## src/rtl/pixel_vis_pkg.sv

```systemverilog
package pixel_vis_pkg;
  localparam int COORD_W  = 13;
  localparam int NUM_RECT = 4;
  localparam int CTRL_W   = 1 << NUM_RECT;
  localparam int ORIGIN   = 1440;
  localparam int IDX_W    = 4;
  localparam int DATA_W   = 32;

  localparam int IDX_CTRL    = 2 * NUM_RECT;
  localparam int IDX_SCIS_TL = IDX_CTRL + 1;
  localparam int IDX_SCIS_BR = IDX_CTRL + 2;

  typedef logic [COORD_W-1:0] coord_t;

  // y sits above x so that a packed corner matches write-data bits 25:0
  typedef struct packed {
    coord_t y;
    coord_t x;
  } corner_t;

  typedef struct packed {
    corner_t br;
    corner_t tl;
  } rect_t;

  localparam rect_t FULL_RECT = {{(2*COORD_W){1'b1}}, {(2*COORD_W){1'b0}}};

  // add the clipping origin, wrapping in COORD_W bits
  function automatic coord_t bias_coord(input coord_t c);
    return c + COORD_W'(ORIGIN);
  endfunction

  // inclusive containment test on both axes
  function automatic logic in_rect(input corner_t p, input rect_t r);
    return (p.x >= r.tl.x) && (p.x <= r.br.x) &&
           (p.y >= r.tl.y) && (p.y <= r.br.y);
  endfunction

  function automatic corner_t unpack_corner(input logic [DATA_W-1:0] d);
    return corner_t'(d[2*COORD_W-1:0]);
  endfunction
endpackage

```

## src/rtl/pixel_vis_regs.sv

```systemverilog
module pixel_vis_regs
  import pixel_vis_pkg::*;
#(
  parameter int N = NUM_RECT
) (
  input  logic                  clk,
  input  logic                  rst_n,
  input  logic                  we,
  input  logic [IDX_W-1:0]      idx,
  input  logic [DATA_W-1:0]     wdata,
  output rect_t [N-1:0]         clip_q,
  output logic  [CTRL_W-1:0]    ctrl_q,
  output rect_t                 scis_q
);
  logic unused_hi;
  assign unused_hi = ^wdata[DATA_W-1:2*COORD_W];

  corner_t wcorner;
  assign wcorner = unpack_corner(wdata);

  for (genvar g = 0; g < N; g++) begin : g_rect
    always_ff @(posedge clk) begin
      if (!rst_n) begin
        clip_q[g] <= FULL_RECT;
      end else if (we && idx == IDX_W'(2*g)) begin
        clip_q[g].tl <= wcorner;
      end else if (we && idx == IDX_W'(2*g+1)) begin
        clip_q[g].br <= wcorner;
      end
    end
  end

  always_ff @(posedge clk) begin
    if (!rst_n) begin
      ctrl_q <= '1;
      scis_q <= FULL_RECT;
    end else if (we) begin
      if (idx == IDX_W'(IDX_CTRL))    ctrl_q    <= wdata[CTRL_W-1:0];
      if (idx == IDX_W'(IDX_SCIS_TL)) scis_q.tl <= wcorner;
      if (idx == IDX_W'(IDX_SCIS_BR)) scis_q.br <= wcorner;
    end
  end
endmodule

```

## config.mk

```make
export PLATFORM = sky130hd
export DESIGN_NAME = pixel_vis_regs
export DESIGN_NICKNAME = d
export VERILOG_FILES = /design/src/rtl/pixel_vis_pkg.sv /design/src/rtl/pixel_vis_regs.sv
export SDC_FILE = /design/constraint.sdc
export NUM_CORES = 1
export LEC_CHECK = 0
export ABC_AREA = 1
export BUFFER_PORTS_ARGS = -buffer_cell sky130_fd_sc_hd__buf_4
export CAP_MARGIN = 20
export CORE_AREA = 2 2 269 165
export DETAILED_ROUTE_END_ITERATION = 6
export DIE_AREA = 0 0 271 167
export PLACE_DENSITY = 0.4
export SLEW_MARGIN = 0
export SYNTH_ARGS = -nofsm -noshare
export SYNTH_HDL_FRONTEND = slang
export SYNTH_SLANG_ARGS = --single-unit
```

## constraint.sdc

```tcl
create_clock -name clk -period 1.4 [get_ports clk]
set_clock_uncertainty 0.2 [all_clocks]
set_input_delay 0.07 -clock clk [delete_from_list [all_inputs] [get_ports clk]]
set_output_delay 0.07 -clock clk [all_outputs]
set_load 0.01 [all_outputs]
```

==> results.json, run 1 <==
{
  "drc": 0,
  "dieArea_sq_mm": 0.04526,
  "first_pass_iters": 5,
  "num_rows": 59,
  "fillCellCount": 4436,
  "clk_pin_slew_ns": 0.07,
  "path_cells": "buf_4",
  "grt_pass1_wl_microns": 66470,
  "finalInstanceArea_sq_mm": 0.01618,
  "wl_per_cell_microns": 18.39,
  "syn-num-nets": 1488,
  "die_x_microns": 271,
  "max_clock_freq_mhz": 722.9,
  "grt_max_degree": 62,
  "drt_wl_total_microns": 45160,
  "rsz0062_at_grt": "false",
  "grt_overflow_total": 0,
  "holdWs_ns": -0.1267,
  "power.total_mw": 18.34,
  "start_kind": "flip-flop",
  "status": "finished with violations",
  "stdcell_count": 2456,
  "insertion_delay_ns": 0.57,
  "core-area_sq_mm": 0.04274,
  "place_inst": 2291,
  "track_usage_pct": 19.08,
  "yosysWarnings": 0,
  "worst_ep_required_time_ns": 1.13,
  "crit_slowest_cell": "dfxtp_1",
  "slew_viol_final": 0,
  "max_stage_delay_ns": 0.40,
  "finalCritPeriodShare_pct": 98.80,
  "worstMarginPinSlew_ns": 0.6864,
  "cts_root_buf": "clkbuf_16",
  "routed_via_density": 4.439,
  "cts-buffers-inserted": 30,
  "finalWeightedCongestion": 0.7611,
  "synthTopCellsByArea": "dfxtp_1, nand2_1, nand3_1",
  "place_area_sq_mm": 0.01395,
  "ir_worst_vdd_uv": 1044,
  "vias": 10900,
  "violations": "hold timing",
  "cap_violations": 0,
  "drtIter0Drc": 673,
  "clockBufferDepth": 3,
  "seq_area_frac_synth_pct": 52.23,
  "worstSetupPathType": "reg -> out",
  "p_per_area_mw_per_mm2": 1133,
  "final_hold_viol_count": 118,
  "cts_tree": "yes",
  "clock_sinks": 276,
  "synth.avg_cell_area_sq_um": 7.301,
  "synthToLayoutAreaGrowth_pct": 52.99,
  "htreeDepth": 1,
  "hpwl_microns": 29650,
  "ys_ff_latch": 276,
  "period_minus_slack_ns": 1.383,
  "crit_arrival_ns": 1.11,
  "synth_cell_types": 16,
  "final_common_cell": "nand2_1",
  "fin_ws_ns": 0.01674,
  "totalNegativeSetupSlack_ns": 0,
  "io_pins": 315,
  "crit_path_end_kind": "output port",
  "cp.buffers_inverters": 1,
  "layout_common_cells": "nand2_1, buf_4, dfxtp_1, nor2_1, nand3_1",
  "postSynthCellCount": 1449,
  "io_buffers": 308,
  "synth_top_area_cell": "dfxtp_1",
  "p_leak_nw": 7.466,
  "dp_slack_ns": -0.1506,
  "grt_pass1_vias": 10500,
  "antenna_left": 0,
  "cp_top_family": "flip-flops",
  "setup_viol": 0,
  "max_slew_margin_pct": 54.13,
  "yosysTopAreaCellShare_pct": 52.23,
  "hp-class": "in -> reg",
  "netlist_area_sq_mm": 0.01058,
  "nNetsFinal": 1894,
  "die_y_microns": 167,
  "start_util_pct": 24.75,
  "worstPathMaxFanout": 2,
  "antenna_found_initial": 3,
  "layout-drive-gt1-share_pct": 24.89
}
## final timing paths
| path | start | end | slack (ns) | depth (start not counted) |
|---|---|---|---|---|
| max | clip_q[13] | clip_q[13] | 0.02 | 1 |
| min | we | clip_q[181] | -0.13 | 5 |
| max reg2reg | clip_q[13] | clip_q[13] | 0.51 | 4 |
| min reg2reg | clip_q[80] | clip_q[80] | 0.26 | 2 |
## per-stage QoR
step                      hold WS, ns  utilization (%)
final                         -0.1267            37.86
after global routing          -0.1187            37.86
after CTS                     -0.2695            37.28
after detailed placement       0.1479            32.63
after global placement         0.1469            32.63
after floorplan              -0.01678                -
## repair_timing
action                                  CTS  global route
endpoints found under the setup margin    9            71
resized for setup                         9            15
hold buffers                             95             9
hold endpoints to repair                276            90
gates cloned                              0             4
setup buffers                             0             9
pin swaps                                 0             5
## routing by layer
layer	up-vias	track usage, %	part of all wire [%]
met5	-	0	0.058
met4	4	3.171	1.4
met3	44	3.951	6.2
met2	266	30.88	46
met1	5182	26.48	46
li1	5406	-	-
## cell type report
type / instances / area (sq um) / area share, %
Inverter: 86 / 325.3 / 2.010
Antenna cell: 1 / 2.502 / 0.01546
Sequential cell: 276 / 5550 / 34.29
Clock inverter: 6 / 108.9 / 0.6726
Timing Repair Buffer: 475 / 4270 / 26.39
Tap cell: 579 / 724.4 / 4.476
Multi-Input combinational cell: 986 / 4287 / 26.49
Clock buffer: 47 / 915.9 / 5.659
## report_power, final
part           leakage [nW]  switching, mW  internal, mW
logic                  4.72           1.09         0.751
clock network         0.503           3.36          5.00
registers              2.24          0.110          8.03
## registers in the layout (all words and copies together), names as in the netlist
name and cells:
ctrl_q 16, scis_q 52, clip_q 208
## synthesized netlist by cell type
cell type and n:
nand3_1 226, nor2_4 11, buf_1 26, buf_2 36, buf_4 9, inv_1 82
nand4_1 68, inv_2 4, dfxtp_1 276, nand3_2 4, nor2_2 2, nor2_1 235
clkbuf_1 29, nand2_1 438, clkbuf_2 1, nand2_2 2
## worst register-to-register path, delay by kind of cell, from the launching register on
family        cells  cell delay (ns)
simple gates      2             0.14
buf+inv           2             0.10
flops             1             0.40
## cells by family (layout without fill, tap and decap cells)
logic type / after synthesis / count (layout) / synth area share (%)
simple gates: 986 / 986 / 40.38
flops: 276 / 276 / 52.23
buf+inv: 187 / 614 / 7.392
other cells: 0 / 1 / 0
(Power assumes the default switching activity.)
==> run 2, diff against run 1 <==
BUFFER_PORTS_ARGS = unset   (was -buffer_cell sky130_fd_sc_hd__buf_4)
CORE_AREA = 2 2 209 211   (was 2 2 269 165)
DIE_AREA = 0 0 211 213   (was 0 0 271 167)
DONT_BUFFER_PORTS = 1   (was unset)
PLACE_DENSITY = 0.34   (was 0.4)
==> run 2 against run 1 <==
Net effect:
- the run ends with hold timing, setup timing left
- first-iteration DRC count fell by 33%
- wire length fell by 4.5%
- hold slack got worse by 0.37 ns
- flip-flop and latch count did not move
- die area fell by 0.69%
- via count fell by 11%
- non-clock buffer count fell by 294
- final area fell by 14%
- sequential share of layout area rose by 5.7 points
- critical path type is now reg -> reg
==> results.json, run 2 (same netlist as run 1, synthesis figures left out) <==
{
  "htreeDepth": 2,
  "largest_reg_flops": 208,
  "worstSetupPathType": "reg -> reg",
  "p_leak_nw": 5.884,
  "antenna_found_initial": 1,
  "clk_pin_slew_ns": 0.05,
  "holdWs_ns": -0.4996,
  "final_common_cell": "nand2_1",
  "dieArea_sq_mm": 0.04494,
  "max_stage_delay_ns": 0.58,
  "final_hold_viol_count": 190,
  "num_rows": 76,
  "drt_wl_total_microns": 43120,
  "io_buffers": 0,
  "cts_setup_buffers": 0,
  "p_per_area_mw_per_mm2": 1299,
  "r2r_start": "clip_q[89]",
  "worstMarginPinSlew_ns": 0.7702,
  "grt_max_degree": 277,
  "fin_ws_ns": -0.004429,
  "hold_path_end": "clip_q[185]",
  "min-delay-start": "rst_n",
  "drc": 0,
  "worstPathMaxFanout": 2,
  "vias": 9750,
  "track_usage_pct": 18.96,
  "start_kind": "flip-flop",
  "finalCritPeriodShare_pct": 100.3,
  "crit_path_end_kind": "flip-flop",
  "slew_viol_final": 0,
  "top_register": "clip_q",
  "grt_overflow_total": 0,
  "nNetsFinal": 1605,
  "p_switching_mw": 4.386,
  "insertion_delay_ns": 0.53,
  "hpwl_microns": 26890,
  "cp.buffers_inverters": 1,
  "cts-buffers-inserted": 35,
  "cp_top_family": "buffers and inverters",
  "r2r.worst_path.cells": 3,
  "totalNegativeSetupSlack_ns": -0.004429,
  "p_seq_share_pct": 45.6,
  "synthToLayoutAreaGrowth_pct": 31.96,
  "io_pins": 315,
  "drtIter0Drc": 450,
  "finalWeightedCongestion": 0.7269,
  "first_pass_iters": 5,
  "hp-class": "in -> reg",
  "cap_violations": 0,
  "p_clk_share_pct": 48.2,
  "path_cells": "nand2_1 > nand3_1 > dlygate4sd3_1",
  "fillCellCount": 4645,
  "pwr-share-comb_pct": 6.2,
  "layout-drive-gt1-share_pct": 8.942,
  "reg2reg_to": "clip_q[89]",
  "crit_arrival_ns": 1.62,
  "max_clock_freq_mhz": 712.0,
  "max_slew_margin_pct": 48.65,
  "die_y_microns": 213,
  "rsz0062_at_grt": "true",
  "period_minus_slack_ns": 1.404,
  "rrSetupSlack_ns": -0.004,
  "clockBufferDepth": 3,
  "cts_tree": "yes",
  "core-area_sq_mm": 0.04270,
  "routed_via_density": 4.569,
  "ir_worst_vdd_uv": 747.4,
  "hold_depth": 1,
  "status": "finished with violations",
  "swShare_pct": 24.19,
  "top_regs": "clip_q (208), scis_q (52), ctrl_q (16)",
  "cts_root_buf": "clkbuf_16",
  "crit_slowest_cell": "dlygate4sd3_1",
  "diodes": 0,
  "grt_pass1_vias": 9674,
  "violations": "hold timing, setup timing",
  "wl_per_cell_microns": 20.21,
  "start_util_pct": 24.78,
  "die_x_microns": 211,
  "layout_common_cells": "nand2_1, dfxtp_1, nor2_1, nand3_1, dlygate4sd3_1",
  "antenna_left": 0,
  "p_int_mw": 13.74,
  "worst_ep_required_time_ns": 1.62,
  "clock_sinks": 276,
  "grt_pass1_wl_microns": 63890,
  "setup_viol": 1
}
-- run 2: changes by cell type in the layout (fill, tap and decap cells not counted), moves of 7 or more --
cell and change:
dfxtp_1 -21, dlygate4sd3_1 +40, buf_4 -327, dlymetal6s4s_1 +10, buf_12 -11, dfxtp_2 +16, clkbuf_1 +7
-- run 2: repair_timing --
| action | 4_1_cts | 5_1_grt |
|---|---|---|
| hold buffers | 142 | 12 |
| endpoints found under the setup margin | 0 | 50 |
| resized for setup | 0 | 57 |
| endpoints found under the hold margin | 276 | 199 |
-- run 2: layout make-up --
cell class / instances / area [sq um] / area share (%)
Timing Repair Buffer: 181 / 1994 / 14.29
Clock buffer: 57 / 1051 / 7.529
Tap cell: 546 / 683.2 / 4.894
Clock inverter: 2 / 35.03 / 0.2510
Multi-Input combinational cell: 986 / 4284 / 30.69
Inverter: 86 / 322.8 / 2.312
Sequential cell: 276 / 5589 / 40.04
-- run 2: stage by stage --
step	power, mW	instances	util (%)	area, sq um	worst slack [ns]
2_1_floorplan	9.062	1449	-	10580	0.09374
3_3_place_gp	9.280	1927	26.47	11300	0.1431
3_5_place_dp	9.289	1927	26.47	11300	0.1124
4_1_cts	18.48	2128	32.34	13810	0.01970
5_1_grt	18.93	2134	32.70	13960	-0.009556
6_report	18.13	2134	32.70	13960	-0.004429
-- run 2: how the worst max path moves through the flow --
stage                from          end  slack (ns)  cells after the start
2_1_floorplan      idx[0]   clip_q[15]        0.09                      7
3_3_place_gp       idx[3]  clip_q[204]        0.14                      6
3_5_place_dp       idx[3]  clip_q[184]        0.11                      6
4_1_cts        clip_q[81]   clip_q[81]        0.02                      3
5_1_grt         wdata[11]  clip_q[167]       -0.01                      6
6_report       clip_q[89]   clip_q[89]      -0.004                      3
-- run 2: power groups by stage --
stage,Clock (mW),Sequential (mW),Combinational (mW)
floorplan,0,8.37,0.693
global placement,0,8.44,0.835
detailed placement,0,8.44,0.845
CTS,9.08,8.27,1.12
global route,9.38,8.28,1.27
finish,8.74,8.26,1.13
-- run 2: per-layer routing --
metal	global-route usage [%]	wire, microns	vias up
met5	0	13	-
met4	4.492	736	2
met2	30.83	19830	252
li1	-	-	4827
met1	23.90	18880	4626
met3	6.898	3658	43
